### config.mk
export PLATFORM = sky130hd
export DESIGN_NAME = stepper_microstep_drv
export DESIGN_NICKNAME = d
export VERILOG_FILES = /design/src/rtl/stp_pkg.sv /design/src/rtl/stp_angle_counter.sv /design/src/rtl/stp_wave_rom.sv /design/src/rtl/stp_bridge_pwm.sv /design/src/rtl/stepper_microstep_drv.sv
export SDC_FILE = /design/constraint.sdc
export NUM_CORES = 1
export LEC_CHECK = 0
export BUFFER_PORTS_ARGS = -buffer_cell sky130_fd_sc_hd__buf_2
export CAP_MARGIN = 10
export CORE_MARGIN = 5
export CORE_UTILIZATION = 36
export DETAILED_ROUTE_END_ITERATION = 8
export PLACE_DENSITY = 0.57
export SLEW_MARGIN = 20
export SYNTH_ARGS = -nofsm -noshare
export SYNTH_HDL_FRONTEND = slang
export SYNTH_SLANG_ARGS = --single-unit
### constraint.sdc
create_clock -name clk -period 3 [get_ports clk]
set_input_delay 0.3 -clock clk [delete_from_list [all_inputs] [get_ports clk]]
set_output_delay 0.3 -clock clk [all_outputs]
set_load 0.005 [all_outputs]
### src/rtl/stp_pkg.sv
// Shared definitions for the microstepping bridge driver.
// Assumes a 32-position electrical cycle and 8-bit magnitudes; the quarter
// wave below is computed for exactly that resolution.
package stp_pkg;

    localparam int ANG_W = 5;   // electrical angle bits (32 positions)
    localparam int TBL_W = 8;   // magnitude and PWM counter bits

    // Step resolution selected by the mode input.
    typedef enum logic [1:0] {
        MS_FULL    = 2'd0,
        MS_HALF    = 2'd1,
        MS_QUARTER = 2'd2,
        MS_EIGHTH  = 2'd3
    } ustep_e;

    // Quarter-wave sine, 255 * sin(k * pi / 16), k = 0..8, rounded.
    function automatic logic [TBL_W-1:0] qtr_sine(input logic [ANG_W-2:0] k);
        logic [TBL_W-1:0] v;
        case (k)
            4'd0:    v = 8'd0;
            4'd1:    v = 8'd50;
            4'd2:    v = 8'd98;
            4'd3:    v = 8'd142;
            4'd4:    v = 8'd180;
            4'd5:    v = 8'd212;
            4'd6:    v = 8'd236;
            4'd7:    v = 8'd250;
            default: v = 8'd255;
        endcase
        return v;
    endfunction

endpackage

### src/rtl/stp_angle_counter.sv
// Electrical angle register.
// Moves by a resolution-dependent stride on each rising edge of the step
// input, up or down, wrapping modulo 2**IDX_W. Assumes step is synchronous
// to clk.
module stp_angle_counter #(
    parameter int IDX_W = stp_pkg::ANG_W
) (
    input  logic             clk,
    input  logic             rst_n,
    input  logic             step,
    input  logic             dir,
    input  logic [1:0]       mode,
    output logic [IDX_W-1:0] idx
);
    import stp_pkg::*;

    // A full step is a quarter of the electrical cycle.
    localparam logic [IDX_W-1:0] FULL_INC = IDX_W'(1 << (IDX_W - 2));

    logic             step_q;
    logic             step_rise;
    logic [IDX_W-1:0] stride;

    // Remember the previous step level for edge detection.
    always_ff @(posedge clk) begin
        if (!rst_n) step_q <= 1'b0;
        else        step_q <= step;
    end

    // Decode the stride from the selected resolution.
    always_comb begin
        step_rise = step & ~step_q;
        case (ustep_e'(mode))
            MS_FULL:    stride = FULL_INC;
            MS_HALF:    stride = FULL_INC >> 1;
            MS_QUARTER: stride = FULL_INC >> 2;
            default:    stride = FULL_INC >> 3;
        endcase
    end

    // Advance or retreat the angle on a step edge.
    always_ff @(posedge clk) begin
        if (!rst_n)         idx <= '0;
        else if (step_rise) idx <= dir ? (idx + stride) : (idx - stride);
    end

endmodule

### src/rtl/stp_wave_rom.sv
// Computed magnitude table for one winding.
// Folds the angle into one quarter wave and looks up an unsigned magnitude;
// the sign comes from the half cycle. PHASE_OFS shifts the angle, so a
// quarter-cycle offset turns the sine table into a cosine table.
// Assumes IDX_W matches the quarter-wave resolution in stp_pkg.
module stp_wave_rom #(
    parameter int IDX_W     = stp_pkg::ANG_W,
    parameter int MAG_W     = stp_pkg::TBL_W,
    parameter int PHASE_OFS = 0
) (
    input  logic [IDX_W-1:0] idx,
    output logic [MAG_W-1:0] mag,
    output logic             neg
);
    import stp_pkg::*;

    localparam int               SUB_W = IDX_W - 2;
    localparam logic [SUB_W:0]   QSPAN = (SUB_W+1)'(1 << SUB_W);
    localparam logic [IDX_W-1:0] OFS   = IDX_W'(PHASE_OFS);

    logic [IDX_W-1:0] shifted;
    logic [1:0]       quad;
    logic [SUB_W:0]   sub;
    logic [SUB_W:0]   fold;

    // Fold the shifted angle into the first quadrant and look it up.
    always_comb begin
        shifted = idx + OFS;
        quad    = shifted[IDX_W-1 -: 2];
        sub     = {1'b0, shifted[SUB_W-1:0]};
        fold    = quad[0] ? (QSPAN - sub) : sub;
        mag     = MAG_W'(qtr_sine(fold));
        neg     = quad[1];
    end

endmodule

### src/rtl/stp_bridge_pwm.sv
// PWM and gate logic for one H-bridge.
// Latches magnitude and polarity at the shared counter wrap, blanks both
// diagonals for guard_len cycles after a polarity flip, and drives the
// diagonal that matches the latched polarity while the count is below the
// latched magnitude. Assumes wrap is high exactly when the count is at its
// maximum.
module stp_bridge_pwm #(
    parameter int CNT_W   = stp_pkg::TBL_W,
    parameter int GUARD_W = 8
) (
    input  logic               clk,
    input  logic               rst_n,
    input  logic [CNT_W-1:0]   pwm_cnt,
    input  logic               wrap,
    input  logic               active,
    input  logic [CNT_W-1:0]   mag,
    input  logic               mag_neg,
    input  logic [GUARD_W-1:0] guard_len,
    output logic               drv_fwd,
    output logic               drv_rev
);
    logic [CNT_W-1:0]   duty_q;
    logic               neg_q;
    logic [GUARD_W-1:0] guard_q;
    logic               conduct;

    // Take the new duty and polarity only at a period boundary.
    always_ff @(posedge clk) begin
        if (!rst_n) begin
            duty_q <= '0;
            neg_q  <= 1'b0;
        end else if (wrap) begin
            duty_q <= mag;
            neg_q  <= mag_neg;
        end
    end

    // Load the off interval on a polarity flip, then count it down.
    always_ff @(posedge clk) begin
        if (!rst_n)                        guard_q <= '0;
        else if (wrap && mag_neg != neg_q) guard_q <= guard_len;
        else if (guard_q != '0)            guard_q <= guard_q - 1'b1;
    end

    // Form the two diagonal gates; only one can match the polarity.
    always_comb begin
        conduct = active && (guard_q == '0) && (pwm_cnt < duty_q);
        drv_fwd = conduct & ~neg_q;
        drv_rev = conduct &  neg_q;
    end

endmodule

### src/rtl/stepper_microstep_drv.sv
// Top of the microstepping bridge driver.
// Holds the electrical angle, the shared PWM counter and one table plus
// bridge stage per winding. Winding A follows the cosine of the angle and is
// at full current at angle 0; winding B follows the sine. Drive starts at
// the first counter wrap after reset.
module stepper_microstep_drv #(
    parameter int IDX_W   = stp_pkg::ANG_W,
    parameter int PWM_W   = stp_pkg::TBL_W,
    parameter int GUARD_W = 8
) (
    input  logic               clk,
    input  logic               rst_n,
    input  logic               enable,
    input  logic               step,
    input  logic               dir,
    input  logic [1:0]         mode,
    input  logic [GUARD_W-1:0] guard_len,
    output logic [IDX_W-1:0]   elec_angle,
    output logic               a_fwd,
    output logic               a_rev,
    output logic               b_fwd,
    output logic               b_rev
);
    localparam int N_WIND = 2;
    localparam int QTR    = 1 << (IDX_W - 2);

    logic [PWM_W-1:0] pwm_cnt;
    logic             wrap;
    logic             started_q;
    logic             active;
    logic [PWM_W-1:0] mag  [N_WIND];
    logic             neg  [N_WIND];
    logic             fwd  [N_WIND];
    logic             rev  [N_WIND];

    // Angle register driven by the step and direction inputs.
    stp_angle_counter #(.IDX_W(IDX_W)) u_angle (
        .clk   (clk),
        .rst_n (rst_n),
        .step  (step),
        .dir   (dir),
        .mode  (mode),
        .idx   (elec_angle)
    );

    // Free-running counter shared by both bridges.
    always_ff @(posedge clk) begin
        if (!rst_n) pwm_cnt <= '0;
        else        pwm_cnt <= pwm_cnt + 1'b1;
    end

    // Mark that the first period has completed.
    always_ff @(posedge clk) begin
        if (!rst_n)    started_q <= 1'b0;
        else if (wrap) started_q <= 1'b1;
    end

    // Wrap detect and global drive permission.
    always_comb begin
        wrap   = (pwm_cnt == '1);
        active = enable & started_q;
    end

    // One table and one bridge stage per winding; winding 0 leads by a quarter.
    for (genvar w = 0; w < N_WIND; w++) begin : g_wind
        stp_wave_rom #(
            .IDX_W     (IDX_W),
            .MAG_W     (PWM_W),
            .PHASE_OFS ((w == 0) ? QTR : 0)
        ) u_rom (
            .idx (elec_angle),
            .mag (mag[w]),
            .neg (neg[w])
        );

        stp_bridge_pwm #(
            .CNT_W   (PWM_W),
            .GUARD_W (GUARD_W)
        ) u_bridge (
            .clk       (clk),
            .rst_n     (rst_n),
            .pwm_cnt   (pwm_cnt),
            .wrap      (wrap),
            .active    (active),
            .mag       (mag[w]),
            .mag_neg   (neg[w]),
            .guard_len (guard_len),
            .drv_fwd   (fwd[w]),
            .drv_rev   (rev[w])
        );
    end

    // Map the winding stages onto the gate outputs.
    always_comb begin
        a_fwd = fwd[0];
        a_rev = rev[0];
        b_fwd = fwd[1];
        b_rev = rev[1];
    end

endmodule

Yosys cells after proc, flatten, opt, wreduce, memory -nomap -nowiden
Memories as Yosys holds them, arrays and structs flattened.
Cells that the tools add are included.
Storage, ports and cells
  register bits after elaboration: 49
  ROM bits: 112
  input port bits: 15
  output and inout bits: 9
  word-level logic and storage cells: 59
  memories: 2
Memories
  (no name shown): depth 8, bits a word 7, read ports 1, clocked after memory_dff 0, write ports 0, line stp_pkg.sv:20  | case (k)
  (no name shown): depth 8, bits a word 7, read ports 1, clocked after memory_dff 0, write ports 0, line stp_pkg.sv:20
Cells by class
  add/sub/neg operators: 8
  $lt $le $gt $ge: 2
  equality and inequality tests: 5
  muxes and demuxes: 10
  bitwise logic cells: 9
  reduce and logical (&&, ||, !) cells: 13
Operators with widths (number)
  $mux 8: 6
  $logic_not 8->1: 2
  $lt 8x8->1: 2
  $reduce_bool 8->1: 2
  $sub 8x1->8 const B: 2
  $pmux 4 s3: 1
  $add 8x1->8 const B: 1
  $eq 8x8->1 const B: 1
  $mux 4: 2
  $sub 4x3->4 const A: 2
  $and 1x1->1: 6
  $logic_and 1x1->1: 6
  $add 5x4->5: 1
  $add 5x4->5 const B: 1
  $mux 5: 1
  $sub 5x4->5: 1
  $reduce_bool 2->1: 2
  $not 1->1: 3
  $eq 2x1->1 const B: 1
  $eq 2x2->1 const B: 1
  $logic_not 2->1: 1
  $ne 1x1->1: 2

Logic depth before layout (Yosys ltp)
An unclocked memory read counts as a cell.
  word-level depth: 5
  gate-level depth with buffers: 7
  mapped depth without buffers: 7

Hierarchy
A second synthesis with hierarchy kept.
Unflattened totals
  cells, all modules: 369
  area, all modules: 3209.3 sq um
By module, submodules not included
  stp_bridge_pwm (g_wind[1].u_bridge): times used 1, cells an instance 115, area an instance 1001.0 sq um, seq. area each 340.3 sq um
  stp_bridge_pwm (g_wind[0].u_bridge): times used 1, cells an instance 114, area an instance 989.7 sq um, seq. area each 340.3 sq um
  stp_angle_counter: times used 1, cells an instance 41, area an instance 391.6 sq um, seq. area each 120.1 sq um
  stepper_microstep_drv: times used 1, cells an instance 37, area an instance 357.8 sq um, seq. area each 180.2 sq um
  stp_wave_rom (g_wind[1].u_rom): times used 1, cells an instance 29, area an instance 237.7 sq um, seq. area each 0.0 sq um
  stp_wave_rom (g_wind[0].u_rom): times used 1, cells an instance 33, area an instance 231.5 sq um, seq. area each 0.0 sq um

Least setup slack after synthesis
No wires, ideal clock.
  kind: register to register
  start: register u_angle.idx[0]
  end: register g_wind[1].u_bridge.duty_q[5]
  library setup time: 0.095 ns
  arrival: 2.127 ns
  data required time: 2.905 ns
  slack: 0.778 ns
  stages on the path, launching flop included: 7
  path buffers: 0
  clock period less this slack: 2.222 ns
  cells stage by stage: dfxtp_1 -> inv_1 -> ha_1 -> mux2_2 -> ha_1 -> mux2_2 -> a221oi_1
Between the ends
  longest elaborated chain between the ends: 4
Ends and longest elaborated chain
  start: declaration: line stp_angle_counter.sv:13  | output logic [IDX_W-1:0] idx
  start signal: assignment: line stp_angle_counter.sv:44  | else if (step_rise) idx <= dir ? (idx + stride) : (idx - stride);
  $sub 4x3->4: line stp_wave_rom.sv:31  | fold = quad[0] ? (QSPAN - sub) : sub;
  $mux 4 (*): line stp_wave_rom.sv:31
  $mem_v2 8x7
  $mux 8 (*): line stp_pkg.sv:20
  end signal: assignment: line stp_bridge_pwm.sv:33  | duty_q <= mag;
  end: declaration: line stp_bridge_pwm.sv:22  | logic [CNT_W-1:0] duty_q;
Mark *: on every way between the ends. The rest lies on a longest branch, timed or not.
A chain may end at the register's enable or synchronous reset.

Worst setup path after layout
  start: register g_wind[1].u_bridge.guard_q[0]
  end: output b_rev
Between the ends
  longest elaborated chain between the ends: 4
Ends and longest elaborated chain
  start: declaration: line stp_bridge_pwm.sv:24  | logic [GUARD_W-1:0] guard_q;
  start signal: assignment: line stp_bridge_pwm.sv:41  | else if (wrap && mag_neg != neg_q) guard_q <= guard_len;
  start signal: assignment: line stp_bridge_pwm.sv:42  | else if (guard_q != '0) guard_q <= guard_q - 1'b1;
  $logic_not 8->1: line stp_bridge_pwm.sv:47  | conduct = active && (guard_q == '0) && (pwm_cnt < duty_q);
  $logic_and 1x1->1 (2 in series): line stp_bridge_pwm.sv:47
  $and 1x1->1: line stp_bridge_pwm.sv:49  | drv_rev = conduct & neg_q;
  end: declaration: line stepper_microstep_drv.sv:22  | output logic b_rev
No other way between the ends.

==> summary.md <==
| Metric | Value |
|---|---|
| H-tree Lvls | `2` |
| Layer with the highest usage | `met2` |
| Most common cell after layout, fill and taps aside | `dfxtp_1` |
| Final Cell Area | `0.00338 sq mm` |
| # diodes | `0` |
| DIE AREA | `0.0105 sq mm` |
| PD cells | `637 mW/mm^2` |
| Initial antenna violation count | `0` |
| Final core occ | `40.8%` |
| Clk root buf | `clkbuf_8` |
| Cells resized by post-CTS repair | `0` |
| Critical path cell sequence | `inv_1 -> ha_1 -> nor3b_1 -> nand2_2 -> or4b_1 -> a211oi_2 -> buf_2` |
| Sequential share of power | `42.3%` |
| # DRC | `0` |
| CTS Buf Count | `5` |
| Final Wtd Congestion | `0.783` |
| Status | `finished, final reports clean` |
| Longest Clk Path Bufs | `2` |
| DR vias | `2470` |
| DR iter-0 viols | `88` |
| Overall Power | `2.16 mW` |
| Num ports | `24` |
| TritonCTS clock tree | `yes` |
| Post-route ant nets | `0` |
| Post-synthesis adder-cell area fraction | `15.2%` |
| Worst VDD drop | `0.218 mV` |
| Largest stage delay on the critical path | `0.52 ns` |
| Setup crit end kind | `primary output` |
| Proportion of layout cells with a drive suffix above 1 | `13.4%` |
| Reg2Reg Depth | `6` |
| Starting density of the core | `37.3%` |
| Worst hold path type | `input pin to flip-flop` |
| Post-synthesis compound-gate area fraction | `16.5%` |
| GR Layer Usage met3 | `2.57%` |
| Overall Global Routing Usage | `13.8%` |
| Final Cycle Share | `85.5%` |
| RSZ-0062 raised after global routing | `false` |
| Netlist Area Pre-Place | `0.00309 sq mm` |
| Fin nets | `417` |
| Synthesized flop and latch total | `49` |
| Final slew viol count | `0` |
| CP max FO | `7` |
| CP startpoint kind | `flip-flop` |
| WHS Path Cells | `2` |
| Die Height | `103 um` |
| Syn Area/Cell | `8.91 sq um` |
| Port bufs | `23` |
| Final hold vios | `0` |
| # setup viols final | `0` |
| Internal Pwr Total | `1.35 mW` |
| Largest family of logic cells by synthesized area | `simple AND/OR/NAND/NOR gates` |
| Row count | `33` |
| Top cell type's share of synthesized area | `31.7%` |
| Async SR Flop Fraction | `0%` |
| Die width | `103 um` |
| Max Cap Viol | `0` |
| GRT met2 Usage | `24.1%` |
| Mux cell area share after synthesis | `6.88%` |
| Cts hold-fix bufs | `0` |
| Area delta synth->final | `9.43%` |
| Sw Pwr | `0.805 mW` |
| Final cell count without fillers | `470` |
| Synth Warn # | `0` |
| Gate Count Post-Synth | `347` |
| Placed cell areas | `0.00330 sq mm` |
| Clock Skew | `0.00261 ns` |
| Number of buffers added for setup after CTS | `0` |
| Vias in the first global route | `2442` |
| Multi-input gate area | `0.00193 sq mm` |
| Worst-Skew Late Latency | `0.29 ns` |
| Wire length per cell | `14.9 um` |
| Critical path depth | `7` |
| Synth Area in Simple Gates | `18.1%` |
| CP arrival | `2.27 ns` |
| Clk pwr share | `18.4%` |
| Dpl cells | `463` |
| R2R Path End | `g_wind[0].u_bridge.duty_q[5]` |
| Met1 Track Usage GR | `17.8%` |
| CP Capture Point | `b_rev` |
| EDFF count, synth | `0` |
| Post-Syn Nets | `399` |
| Clock period minus worst slack | `2.57 ns` |
| Area share of xor/xnor cells in the synthesized design | `5.78%` |
| Top cells by area, synth | `dfxtp_1, ha_1, inv_1, mux2i_1, nor2_1` |
| Avg Vias per Cell | `5.26` |
| Relative slew slack | `56.3%` |
| Yosys cell types | `54` |
| Dominant synthesized flop cell | `dfxtp_1` |
| Register area share after synthesis | `31.7%` |
| Setup TNS | `0 ns` |
| Worst Path Class, Setup | `flip-flop to primary output` |
| Beginning of the critical path | `g_wind[1].u_bridge.guard_q[0]` |
| Clock slew at reported path FFs | `0.09 ns` |
| Placeable Area | `0.00830 sq mm` |
| Sequential cell area | `981 sq um` |
| Post-DP HPWL | `5250 um` |
| Worst path required time | `2.70 ns` |
| CP bufs+invs | `2` |
| Sw frac | `37.3%` |
| R2R Path Start | `u_angle.idx[1]` |
| Worst R2R Setup Slack | `0.92 ns` |
| First-pass GRT wire length | `11600 um` |
| CP top delay family | `simple AND/OR/NAND/NOR gates` |
| Largest net degree at the start of global routing | `30` |
| DRT Pass-1 Iters | `4` |
| Comb power frac | `39.3%` |
| Total Routed Length | `7010 um` |
| Worst Tran Pin Value | `0.655 ns` |
| F_max | `390 MHz` |
| Synth area leader | `dfxtp_1` |
| Worst-path cell with the longest stage delay | `or4b_1` |
| Most frequent cells in the layout | `dfxtp_1, ha_1, inv_1` |
| Lkg Pwr | `1.45 nW` |
| Layout fillers | `835` |
| Clk sink count | `49` |
| Total gr overflow | `0` |
==> cell usage after synthesis, types with 7 or more instances <==
| cell type | n |
|---|---|
| ha_1 | 36 |
| nand2_1 | 19 |
| nand3_1 | 7 |
| inv_1 | 31 |
| a21o_1 | 7 |
| nand4_1 | 8 |
| xor2_1 | 11 |
| clkbuf_1 | 10 |
| nor2_1 | 26 |
| o21ai_0 | 16 |
| dfxtp_1 | 49 |
| mux2i_1 | 10 |
| a31oi_1 | 7 |
| a21oi_1 | 14 |
| mux2_2 | 7 |
| a221oi_1 | 10 |
==> worst min-delay path by stage <==
stage,from,end
after CTS,step,u_angle.step_q
after global placement,started_q,started_q
after floorplan,step,u_angle.step_q
after detailed placement,started_q,started_q
final,step,u_angle.step_q
after global routing,step,u_angle.step_q
==> sequential cells by signal, indices dropped and copies added, names as in the netlist <==
| signal | flops |
|---|---|
| g_wind.u_bridge.duty_q | 16 |
| g_wind.u_bridge.guard_q | 16 |
| pwm_cnt | 8 |
| u_angle.idx | 5 |
| g_wind.u_bridge.neg_q | 2 |
| started_q | 1 |
| u_angle.step_q | 1 |
==> cell type report <==
class | instances | share of cell area [%]
clock buffers | 7 | 2.55
inverters | 31 | 3.44
multi-input cells | 252 | 57.1
flip-flops and latches | 49 | 29.0
well taps | 105 | 3.88
repair buffers | 26 | 4.07
==> through the flow <==
stage	hold WS, ns	setup slack, ns
2_1_floorplan	0.422	0.778
3_3_place_gp	0.459	0.813
3_5_place_dp	0.468	0.761
4_1_cts	0.209	0.426
5_1_grt	0.209	0.229
6_report	0.215	0.434
==> layer usage <==
metal / wire [um] / vias up
met5: 0 / -
met4: 46 / 0
met3: 267 / 4
met2: 3350 / 29
met1: 3340 / 1160
li1: - / 1277
==> cell families after synthesis <==
kind of cell,Yosys count
buffers and inverters,46
AOI/OAI and AO/OA,78
adders and majority gates,37
xor gates and xnor gates,17
muxes,20
DFF,49
and+or+nand+nor,100
==> power by group through the flow <==
stage / combinational [mW] / clock [mW] / sequential [mW]
floorplan: 0.690 / 0 / 0.884
global placement: 0.833 / 0 / 0.922
detailed placement: 0.842 / 0 / 0.924
CTS: 0.850 / 0.408 / 0.910
global route: 0.948 / 0.441 / 0.927
finish: 0.847 / 0.398 / 0.911
Power figures use the tool's default switching activity.
